File: config.mk
export PLATFORM = sky130hd
export DESIGN_NAME = qrv_timer
export DESIGN_NICKNAME = d
export VERILOG_FILES = /design/src/rtl/qrv_pkg.sv /design/src/rtl/qrv_valley_det.sv /design/src/rtl/qrv_pair_sel.sv /design/src/rtl/qrv_seq.sv /design/src/rtl/qrv_timer.sv
export SDC_FILE = /design/constraint.sdc
export NUM_CORES = 1
export LEC_CHECK = 0
export ABC_AREA = 1
export ABC_CLOCK_PERIOD_IN_PS = 3950
export BUFFER_PORTS_ARGS = -buffer_cell sky130_fd_sc_hd__buf_2
export CELL_PAD_IN_SITES_DETAIL_PLACEMENT = 1
export CELL_PAD_IN_SITES_GLOBAL_PLACEMENT = 1
export CORE_ASPECT_RATIO = 0.75
export CORE_MARGIN = 2
export CORE_UTILIZATION = 44
export DETAILED_ROUTE_END_ITERATION = 10
export GPL_TIMING_DRIVEN = 0
export PLACE_DENSITY = 0.82
export SETUP_SLACK_MARGIN = 0.2
export SYNTH_ARGS = -nofsm -noshare
export SYNTH_HDL_FRONTEND = slang
export SYNTH_SLANG_ARGS = --single-unit
File: constraint.sdc
create_clock -name clk -period 3.95 [get_ports clk]
set_input_delay 1.185 -clock clk [delete_from_list [all_inputs] [get_ports clk]]
set_output_delay 1.185 -clock clk [all_outputs]
set_load 0.05 [all_outputs]
File: src/rtl/qrv_pkg.sv
package qrv_pkg;

    // phase of one switching cycle, counted from the gate rising edge
    typedef enum logic [1:0] {
        PH_BLANK = 2'd0,
        PH_SEEK  = 2'd1,
        PH_DELAY = 2'd2,
        PH_HOLD  = 2'd3
    } phase_e;

    function automatic int imax(input int a, input int b);
        return (a > b) ? a : b;
    endfunction

endpackage

File: src/rtl/qrv_valley_det.sv
module qrv_valley_det (
    input  logic clk,
    input  logic rst_n,
    input  logic above_hi,
    input  logic above_lo,
    output logic valley
);

    typedef struct packed {
        logic armed;
    } det_s;

    det_s det_d, det_q;

    always_comb begin
        det_d  = det_q;
        valley = det_q.armed && !above_lo;
        if (above_hi) begin
            det_d.armed = 1'b1;
        end else if (valley) begin
            det_d.armed = 1'b0;
        end
    end

    always_ff @(posedge clk or negedge rst_n) begin
        if (!rst_n) begin
            det_q <= '0;
        end else begin
            det_q <= det_d;
        end
    end

endmodule

File: src/rtl/qrv_pair_sel.sv
module qrv_pair_sel #(
    parameter int TON_W    = 12,
    parameter int TON_LIM  = 200,
    parameter int PAIR_LEN = 2
) (
    input  logic             clk,
    input  logic             rst_n,
    input  logic             rise,
    input  logic [TON_W-1:0] ton_cycles,
    input  logic             fb_high,
    output logic             second
);

    localparam int CNT_W = $clog2(2 * PAIR_LEN);
    localparam logic [CNT_W-1:0] CNT_LAST = CNT_W'(2 * PAIR_LEN - 1);
    localparam logic [CNT_W-1:0] CNT_HALF = CNT_W'(PAIR_LEN);

    typedef struct packed {
        logic [CNT_W-1:0] cnt;
        logic             second;
    } sel_s;

    sel_s sel_d, sel_q;
    logic avs_en;

    always_comb begin
        sel_d  = sel_q;
        avs_en = fb_high && (ton_cycles < TON_W'(TON_LIM));
        if (rise) begin
            sel_d.second = avs_en && (sel_q.cnt >= CNT_HALF);
            if (!avs_en) begin
                sel_d.cnt = '0;
            end else if (sel_q.cnt == CNT_LAST) begin
                sel_d.cnt = '0;
            end else begin
                sel_d.cnt = sel_q.cnt + 1'b1;
            end
        end
    end

    always_ff @(posedge clk or negedge rst_n) begin
        if (!rst_n) begin
            sel_q <= '0;
        end else begin
            sel_q <= sel_d;
        end
    end

    assign second = sel_q.second;

    // a disabled cycle leaves the pair counter at its start
    p_pair_restart_r9: assert property (@(posedge clk) disable iff (!rst_n)
        (rise && !fb_high) |=> (sel_q.cnt == '0 && !second));

endmodule

File: src/rtl/qrv_seq.sv
module qrv_seq
    import qrv_pkg::*;
#(
    parameter int BLANK_CYC  = 750,
    parameter int WIN_CYC    = 300,
    parameter int VALLEY_DLY = 12,
    parameter int ESC_DLY    = 25
) (
    input  logic clk,
    input  logic rst_n,
    input  logic rise,
    input  logic valley,
    input  logic flat,
    input  logic second,
    output logic turn_on
);

    localparam int T_ALL = imax(imax(BLANK_CYC, WIN_CYC), imax(VALLEY_DLY, ESC_DLY));
    localparam int TMR_W = $clog2(T_ALL + 1);
    localparam logic [TMR_W-1:0] BLANK_END  = TMR_W'(BLANK_CYC - 1);
    localparam logic [TMR_W-1:0] WIN_END    = TMR_W'(WIN_CYC - 1);
    localparam logic [TMR_W-1:0] VALLEY_END = TMR_W'(VALLEY_DLY - 1);
    localparam logic [TMR_W-1:0] ESC_END    = TMR_W'(ESC_DLY - 1);

    typedef struct packed {
        phase_e           phase;
        logic [TMR_W-1:0] tmr;
        logic [TMR_W-1:0] lim;
        logic [1:0]       need;
        logic             locked;
        logic             fire;
    } seq_s;

    seq_s seq_d, seq_q;

    always_comb begin
        seq_d      = seq_q;
        seq_d.fire = 1'b0;
        if (rise) begin
            seq_d.phase = PH_BLANK;
            seq_d.tmr   = '0;
        end else begin
            unique case (seq_q.phase)
                PH_BLANK: begin
                    if (valley) begin
                        seq_d.locked = 1'b1;
                    end
                    if (seq_q.tmr == BLANK_END) begin
                        seq_d.tmr = '0;
                        if (!seq_d.locked && flat) begin
                            seq_d.phase = PH_DELAY;
                            seq_d.lim   = ESC_END;
                        end else begin
                            seq_d.phase = PH_SEEK;
                            seq_d.need  = second ? 2'd2 : 2'd1;
                        end
                    end else begin
                        seq_d.tmr = seq_q.tmr + 1'b1;
                    end
                end
                PH_SEEK: begin
                    if (valley && seq_q.need == 2'd1) begin
                        seq_d.phase = PH_DELAY;
                        seq_d.tmr   = '0;
                        seq_d.lim   = VALLEY_END;
                    end else begin
                        if (valley) begin
                            seq_d.need = seq_q.need - 1'b1;
                        end
                        if (seq_q.tmr == WIN_END) begin
                            seq_d.fire  = 1'b1;
                            seq_d.phase = PH_HOLD;
                        end else begin
                            seq_d.tmr = seq_q.tmr + 1'b1;
                        end
                    end
                end
                PH_DELAY: begin
                    if (seq_q.tmr == seq_q.lim) begin
                        seq_d.fire  = 1'b1;
                        seq_d.phase = PH_HOLD;
                    end else begin
                        seq_d.tmr = seq_q.tmr + 1'b1;
                    end
                end
                default: begin
                end
            endcase
        end
    end

    always_ff @(posedge clk or negedge rst_n) begin
        if (!rst_n) begin
            seq_q        <= '0;
            seq_q.phase  <= PH_BLANK;
            seq_q.need   <= 2'd1;
        end else begin
            seq_q <= seq_d;
        end
    end

    assign turn_on = seq_q.fire;

    // the blanking-valley lock never clears outside reset
    p_lock_sticky_r6: assert property (@(posedge clk) disable iff (!rst_n)
        seq_q.locked |=> seq_q.locked);

endmodule

File: src/rtl/qrv_timer.sv
module qrv_timer
    import qrv_pkg::*;
#(
    parameter int TON_W      = 12,
    parameter int BLANK_CYC  = 750,
    parameter int WIN_CYC    = 300,
    parameter int VALLEY_DLY = 12,
    parameter int ESC_DLY    = 25,
    parameter int TON_LIM    = 200,
    parameter int PAIR_LEN   = 2
) (
    input  logic             clk,
    input  logic             rst_n,
    input  logic             gate_on,
    input  logic [TON_W-1:0] ton_cycles,
    input  logic             fb_above_avs,
    input  logic             sync_above_hi,
    input  logic             sync_above_lo,
    input  logic             sync_above_flat,
    output logic             turn_on
);

    typedef struct packed {
        logic gate;
    } top_s;

    top_s top_d, top_q;
    logic rise;
    logic valley;
    logic second;

    always_comb begin
        top_d      = top_q;
        top_d.gate = gate_on;
        rise       = gate_on && !top_q.gate;
    end

    always_ff @(posedge clk or negedge rst_n) begin
        if (!rst_n) begin
            top_q <= '0;
        end else begin
            top_q <= top_d;
        end
    end

    qrv_valley_det u_det (
        .clk      (clk),
        .rst_n    (rst_n),
        .above_hi (sync_above_hi),
        .above_lo (sync_above_lo),
        .valley   (valley)
    );

    qrv_pair_sel #(
        .TON_W    (TON_W),
        .TON_LIM  (TON_LIM),
        .PAIR_LEN (PAIR_LEN)
    ) u_pair (
        .clk        (clk),
        .rst_n      (rst_n),
        .rise       (rise),
        .ton_cycles (ton_cycles),
        .fb_high    (fb_above_avs),
        .second     (second)
    );

    qrv_seq #(
        .BLANK_CYC  (BLANK_CYC),
        .WIN_CYC    (WIN_CYC),
        .VALLEY_DLY (VALLEY_DLY),
        .ESC_DLY    (ESC_DLY)
    ) u_seq (
        .clk     (clk),
        .rst_n   (rst_n),
        .rise    (rise),
        .valley  (valley),
        .flat    (sync_above_flat),
        .second  (second),
        .turn_on (turn_on)
    );

    // ---------------- checking: cycle age and request history ----------------
    localparam int LATEST = BLANK_CYC + WIN_CYC + imax(VALLEY_DLY, ESC_DLY);
    localparam int AGE_W  = $clog2(LATEST + 2);
    localparam logic [AGE_W-1:0] AGE_SAT = AGE_W'(LATEST + 1);

    logic [AGE_W-1:0] age_q;
    logic             fired_q;

    always_ff @(posedge clk or negedge rst_n) begin
        if (!rst_n) begin
            age_q   <= '0;
            fired_q <= 1'b0;
        end else if (rise) begin
            age_q   <= '0;
            fired_q <= 1'b0;
        end else begin
            age_q   <= (age_q == AGE_SAT) ? age_q : age_q + 1'b1;
            fired_q <= fired_q || turn_on;
        end
    end

    p_blank_quiet_r2: assert property (@(posedge clk) disable iff (!rst_n)
        turn_on |-> (age_q > AGE_W'(BLANK_CYC)));

    p_latest_fire_r3: assert property (@(posedge clk) disable iff (!rst_n)
        turn_on |-> (age_q <= AGE_W'(LATEST)));

    p_single_pulse_r10: assert property (@(posedge clk) disable iff (!rst_n)
        turn_on |=> !turn_on);

    p_once_per_cycle_r10: assert property (@(posedge clk) disable iff (!rst_n)
        turn_on |-> !fired_q);

endmodule

Yosys cells after proc, flatten, opt, wreduce, memory -nomap -nowiden
Index checks and enable logic that the tools add are counted.
- muxes and demuxes: 30
- add/sub/neg operators: 3
- reductions and logical operators: 18
- equal/unequal tests: 18
- order comparisons: 2
- bitwise logic cells: 1
- operator list (operator ; number):
    10-bit 2-to-1 mux ; 5
    12-bit 2-to-1 mux ; 3
    12-bit one-hot mux with 3 select lines ; 1
    12-bit one-hot mux with 2 select lines ; 1
    2-bit 2-to-1 mux ; 10
    12-bit by 8-bit less-than comparator with 1-bit output, second input constant ; 1
    10-bit by 1-bit adder with 10-bit output, second input constant ; 1
    10-bit == test ; 1
    10-bit == test, second input constant ; 1
    10-bit by 9-bit == test with 1-bit output, second input constant ; 1
    1-bit 2-to-1 mux ; 9
    2-bit by 1-bit inequality test with 1-bit output, second input constant ; 4
    1-bit logical AND ; 6
    3-bit by 2-bit inequality test with 1-bit output, second input constant ; 2
    6-bit AND reduction ; 1
    5-bit AND reduction ; 1
    2-bit by 1-bit == test with 1-bit output, second input constant ; 2
    2-bit == test, second input constant ; 2
    2-bit inequality test, second input constant ; 2
    4-bit by 2-bit inequality test with 1-bit output, second input constant ; 1
    4-bit by 3-bit inequality test with 1-bit output, second input constant ; 1
    4-bit AND reduction ; 1
    2-bit nonzero test ; 2
    4-bit nonzero test ; 1
    10 further kinds ; 12
- register bits after elaboration: 31
- bits of input ports: 19
- output and inout bits: 1
- logic and storage cells: 82

Longest topological paths before layout
- depth after elaboration: 11
- gate-level depth with buffers: 11
- mapped depth without buffers: 11

By module
Synthesis repeated with hierarchy kept, for this count alone.
- cell total of the unflattened synthesis: 239
- area, all modules: 1649.1 sq um
- modules (own cells, without submodules) (module ; cells an instance ; sequential area each (sq um) ; instances ; area an instance (sq um)):
    qrv_seq ; 198 ; 476.7 ; 1 ; 1348.8
    qrv_pair_sel ; 32 ; 75.1 ; 1 ; 219.0
    qrv_valley_det ; 6 ; 25.0 ; 1 ; 46.3
    qrv_timer ; 3 ; 25.0 ; 1 ; 35.0

Worst setup path after synthesis
Ideal clock, no wire load.
- path kind: input to register
- from: input sync_above_lo
- to: register u_seq.seq_q[19] in the netlist's numbering
- data required time: 3.834 ns
- path slack: 1.912 ns
- stages on the path: 8
- buffers on the path: 0
- arrival: 1.921 ns
- cell sequence: nor2_1 -> nand2_1 -> nand3_1 -> nand2_1 -> nand2_1 -> nor2_1 -> nand2_1 -> nand2_1
- cells in the longest elaborated chain, start to end: 6
- elaborated cells on any way between the ends: 8
- RTL lines (what ; line ; text):
    start: declaration ; qrv_timer.sv:18 ; input logic sync_above_lo,
    1-bit logical NOT * ; qrv_valley_det.sv:17 ; valley = det_q.armed && !above_lo;
    1-bit logical AND * ; qrv_valley_det.sv:17 ;
    1-bit logical AND * ; qrv_seq.sv:62 ; if (valley && seq_q.need == 2'd1) begin
    12-bit 2-to-1 mux ; qrv_seq.sv:62 ;
    12-bit one-hot mux with 3 select lines ; qrv_seq.sv:43 ; unique case (seq_q.phase)
    12-bit 2-to-1 mux ; qrv_seq.sv:39 ; if (rise) begin
    end signal: assignment ; qrv_seq.sv:98 ; seq_q <= seq_d;
    end: declaration ; qrv_seq.sv:34 ; seq_s seq_d, seq_q;
Mark *: on every way between the ends. The rest lies on a longest branch, timed or not.
A chain may end at the register's enable or synchronous reset.

Worst setup path in the final report
- from: input gate_on
- to: register u_seq.seq_q[15] in the netlist's numbering
- cells in the longest elaborated chain, start to end: 3
- elaborated cells on any way between the ends: 6
- RTL lines (what ; line ; text):
    start: declaration ; qrv_timer.sv:14 ; input logic gate_on,
    1-bit logical AND * ; qrv_timer.sv:35 ; rise = gate_on && !top_q.gate;
    4-bit by 3-bit inequality test with 1-bit output (no source line) (tied with other cells) ; - ;
    3-bit AND reduction (no source line) ; - ;
Marks and branches as above.

==> flow_summary_export.csv <==
group,metric,value,unit
synth,synth_common_cells,"nand2_1, nor2_1, inv_1",
power,power_density,524.5,nW/um2
worst_hold_path,hp-class,"reg -> reg",
layout,seqCellArea,601.8,um2
clock_network,clk_pin_slew,0.08,ns
placed_design,place_area,1787,um2
clock_network,cts_sinks,24,
synth,ys.flop_type,"dfrtp_1",
synth,async_flop_share,1.000,
global_route,grt_pass1_wl,6.879,mm
synth,yosysTopAreaCell,"dfrtp_1",
die,fp.dieH,56.90,um
layout,area_growth,11.59,%
die,core-area,3613,um2
layout,nets,293,
synth,ys.warnings.count,0,
layout,final_core_util,0.5069,
placed_design,dp_hpwl,3.137,mm
layout,drive_gt1_frac,0.1396,
worst_setup_path,endpoint_kind,"flip-flop",
timing,fin_hold_ws,0.4603,ns
timing,rsz0062_at_grt,"false",
global_route,grt_usage,0.2099,
global_route,grt_max_degree,25,
timing,slew_viol_final,0,
layout,multi_input_area,899.6,um2
worst_setup_path,worstRegToRegCells,9,
timing,relSlewSlack,0.6448,
worst_setup_path,r2r_slack,2.20,ns
die,ioPinCount,20,
global_route,grt_remaining_overflow,0,
worst_hold_path,holdPathEnd,"u_seq.seq_q[1]$_DFFE_PN0P_",
worst_setup_path,crit_type,"in -> reg",
synth,avgSynthCellArea,6.700,um2
timing,min_period,2.134,ns
worst_setup_path,crit_required,4.16,ns
detailed_routing,routedWlPerCell,12.47,um
worst_setup_path,regToRegStartpoint,"u_seq.seq_q[25]$_DFFE_PN0P_",
die,chipWidth,74.53,um
clock_network,cts_setup_buffers,0,
detailed_routing,wl,3.954,mm
synth,ys_seq_elements,24,
detailed_routing,ant_nets,0,
worst_hold_path,whs_path_depth,2,
detailed_routing,vias,1515,
worst_setup_path,crit_start,"gate_on",
layout,fillerInstances,514,
synth,synth_area_leaders,"dfrtp_1, nand2_1, nor2_1",
global_route,antenna_found_initial,0,
timing,worstMarginPinSlew,0.5328,ns
synth,ys_seq_area_frac,0.3666,
timing,hold_violations,0,
clock_network,hold_buffers,0,
outcome,outcome,"completed",
worst_setup_path,cp.arrival,2.34,ns
power,p_total,960.8,uW
global_route,grt_pass1_vias,1484,
worst_setup_path,reg2reg_to,"u_seq.seq_q[18]$_DFFE_PN0P_",
timing,post-route-period-util,0.5403,
placed_design,portBuffers,16,
detailed_routing,vias_per_cell,4.779,
clock_network,htreeDepth,1,
clock_network,ctsLongestPathBuffers,2,
synth,synth_top_area_share,0.3506,
die,initial_core_util,0.4543,
clock_network,cts_made_buffers,3,
die,rows,19,
layout,n_antenna_cell,0,
timing,final.setup.tns,0,ns
worst_hold_path,hp-start,"u_seq.seq_q[1]$_DFFE_PN0P_",
job,drv_cap,0,
synth,synth_edf_count,0,
timing,max_freq,468.5,MHz
power,p_leak,0.9648,nW
clock_network,ctsResizeCount,0,
clock_network,cts_root_buf,"clkbuf_8",
timing,setup_violations,0,
die,die_area,4240,um2
synth,synth_cell_types,26,
power,peakVddDrop,0.2804,mV
synth,syn_area,1642,um2
synth,postSynthCellCount,245,
detailed_routing,post-route-drc-count,0,
timing,skew,0.003622,ns
worst_setup_path,cp-start-kind,"input pin",
placed_design,place.gp.congestion,0.8299,
worst_setup_path,path_max_fanout,10,
clock_network,cts_tree,"yes",
synth,synth_fp_nets,272,
detailed_routing,drt_iter0_markers,68,
clock_network,worstSkewPairLatency,0.26,ns
layout,stdcell_area,1832,um2
synth,synthMostInstantiatedCell,"nand2_1",
detailed_routing,first_pass_iters,4,
[worst max-delay path by stage]
stage | end | slack (ns)
6_report | u_seq.seq_q[15]$_DFFE_PN0P_ | 1.82
5_1_grt | u_seq.seq_q[19]$_DFFE_PN0P_ | 1.64
4_1_cts | u_seq.seq_q[15]$_DFFE_PN0P_ | 1.81
3_5_place_dp | u_seq.seq_q[19]$_DFFE_PN0P_ | 1.54
3_3_place_gp | u_seq.seq_q[20]$_DFFE_PN0P_ | 1.55
2_1_floorplan | u_seq.seq_q[19]$_DFFE_PN0P_ | 1.91
[worst max-delay path, stage by stage]
cell     delay [ns]
buf_2          0.11
nand2_2        0.14
inv_1          0.14
nor2_1         0.20
nand4_1        0.21
nand2_4        0.20
nand2_1        0.07
nand2_1        0.07
[through the flow]
stage	std cells	worst slack, ns
floorplan	245	1.912
global placement	313	1.549
detailed placement	313	1.541
CTS	317	1.811
global route	317	1.643
finish	317	1.816
[final cells by class]
cell class | instances | share of cell area
clock buffers | 4 | 0.02459
multi-input cells | 185 | 0.4911
flip-flops and latches | 24 | 0.3286
plain buffers | 2 | 0.006831
repair buffers | 16 | 0.04372
inverters | 34 | 0.06967
well taps | 52 | 0.03552
[registers in the layout, summed over array words and instances, names as in the netlist]
| name | flops |
|---|---|
| top_q | 1 |
| u_seq.seq_q | 18 |
| u_seq.turn_on | 1 |
| u_pair.sel_q | 2 |
| u_det.det_q | 1 |
| u_pair.second | 1 |
[placed cells by master, fill, tap and decap left out, types with 3 or more instances in the layout]
cell      count
a21oi_1       5
xor2_1        3
dfrtp_1      23
clkbuf_8      3
o21ai_0       6
inv_1        31
nand2_1      87
ha_1          8
nand4_1       5
nand3_1      12
buf_2        17
inv_2         3
nand2_2       5
nor2_1       36
[logic make-up (layout without fill, tap and decap cells)]
group,Yosys count,count (layout),synth area share
fa+ha+maj,8,8,0.06098
simple gates,153,153,0.3941
xor+xnor,5,5,0.02668
compound gates,19,19,0.06631
flops,24,24,0.3666
buf+inv,36,56,0.08536
[power breakdown]
| part | internal (mW) | leakage [nW] | switching, mW |
|---|---|---|---|
| logic | 0.153 | 0.635 | 0.321 |
| clock network | 0.0720 | 0.0228 | 0.0767 |
| registers | 0.293 | 0.307 | 0.0448 |
| total | 0.518 | 0.965 | 0.443 |
[layer usage]
metal / global-route usage / part of all wire
met5: 0 / 0
met4: 0.02296 / 0.0048
met3: 0.03770 / 0.030
met2: 0.3287 / 0.42
met1: 0.3103 / 0.55
(Power assumes the default switching activity.)
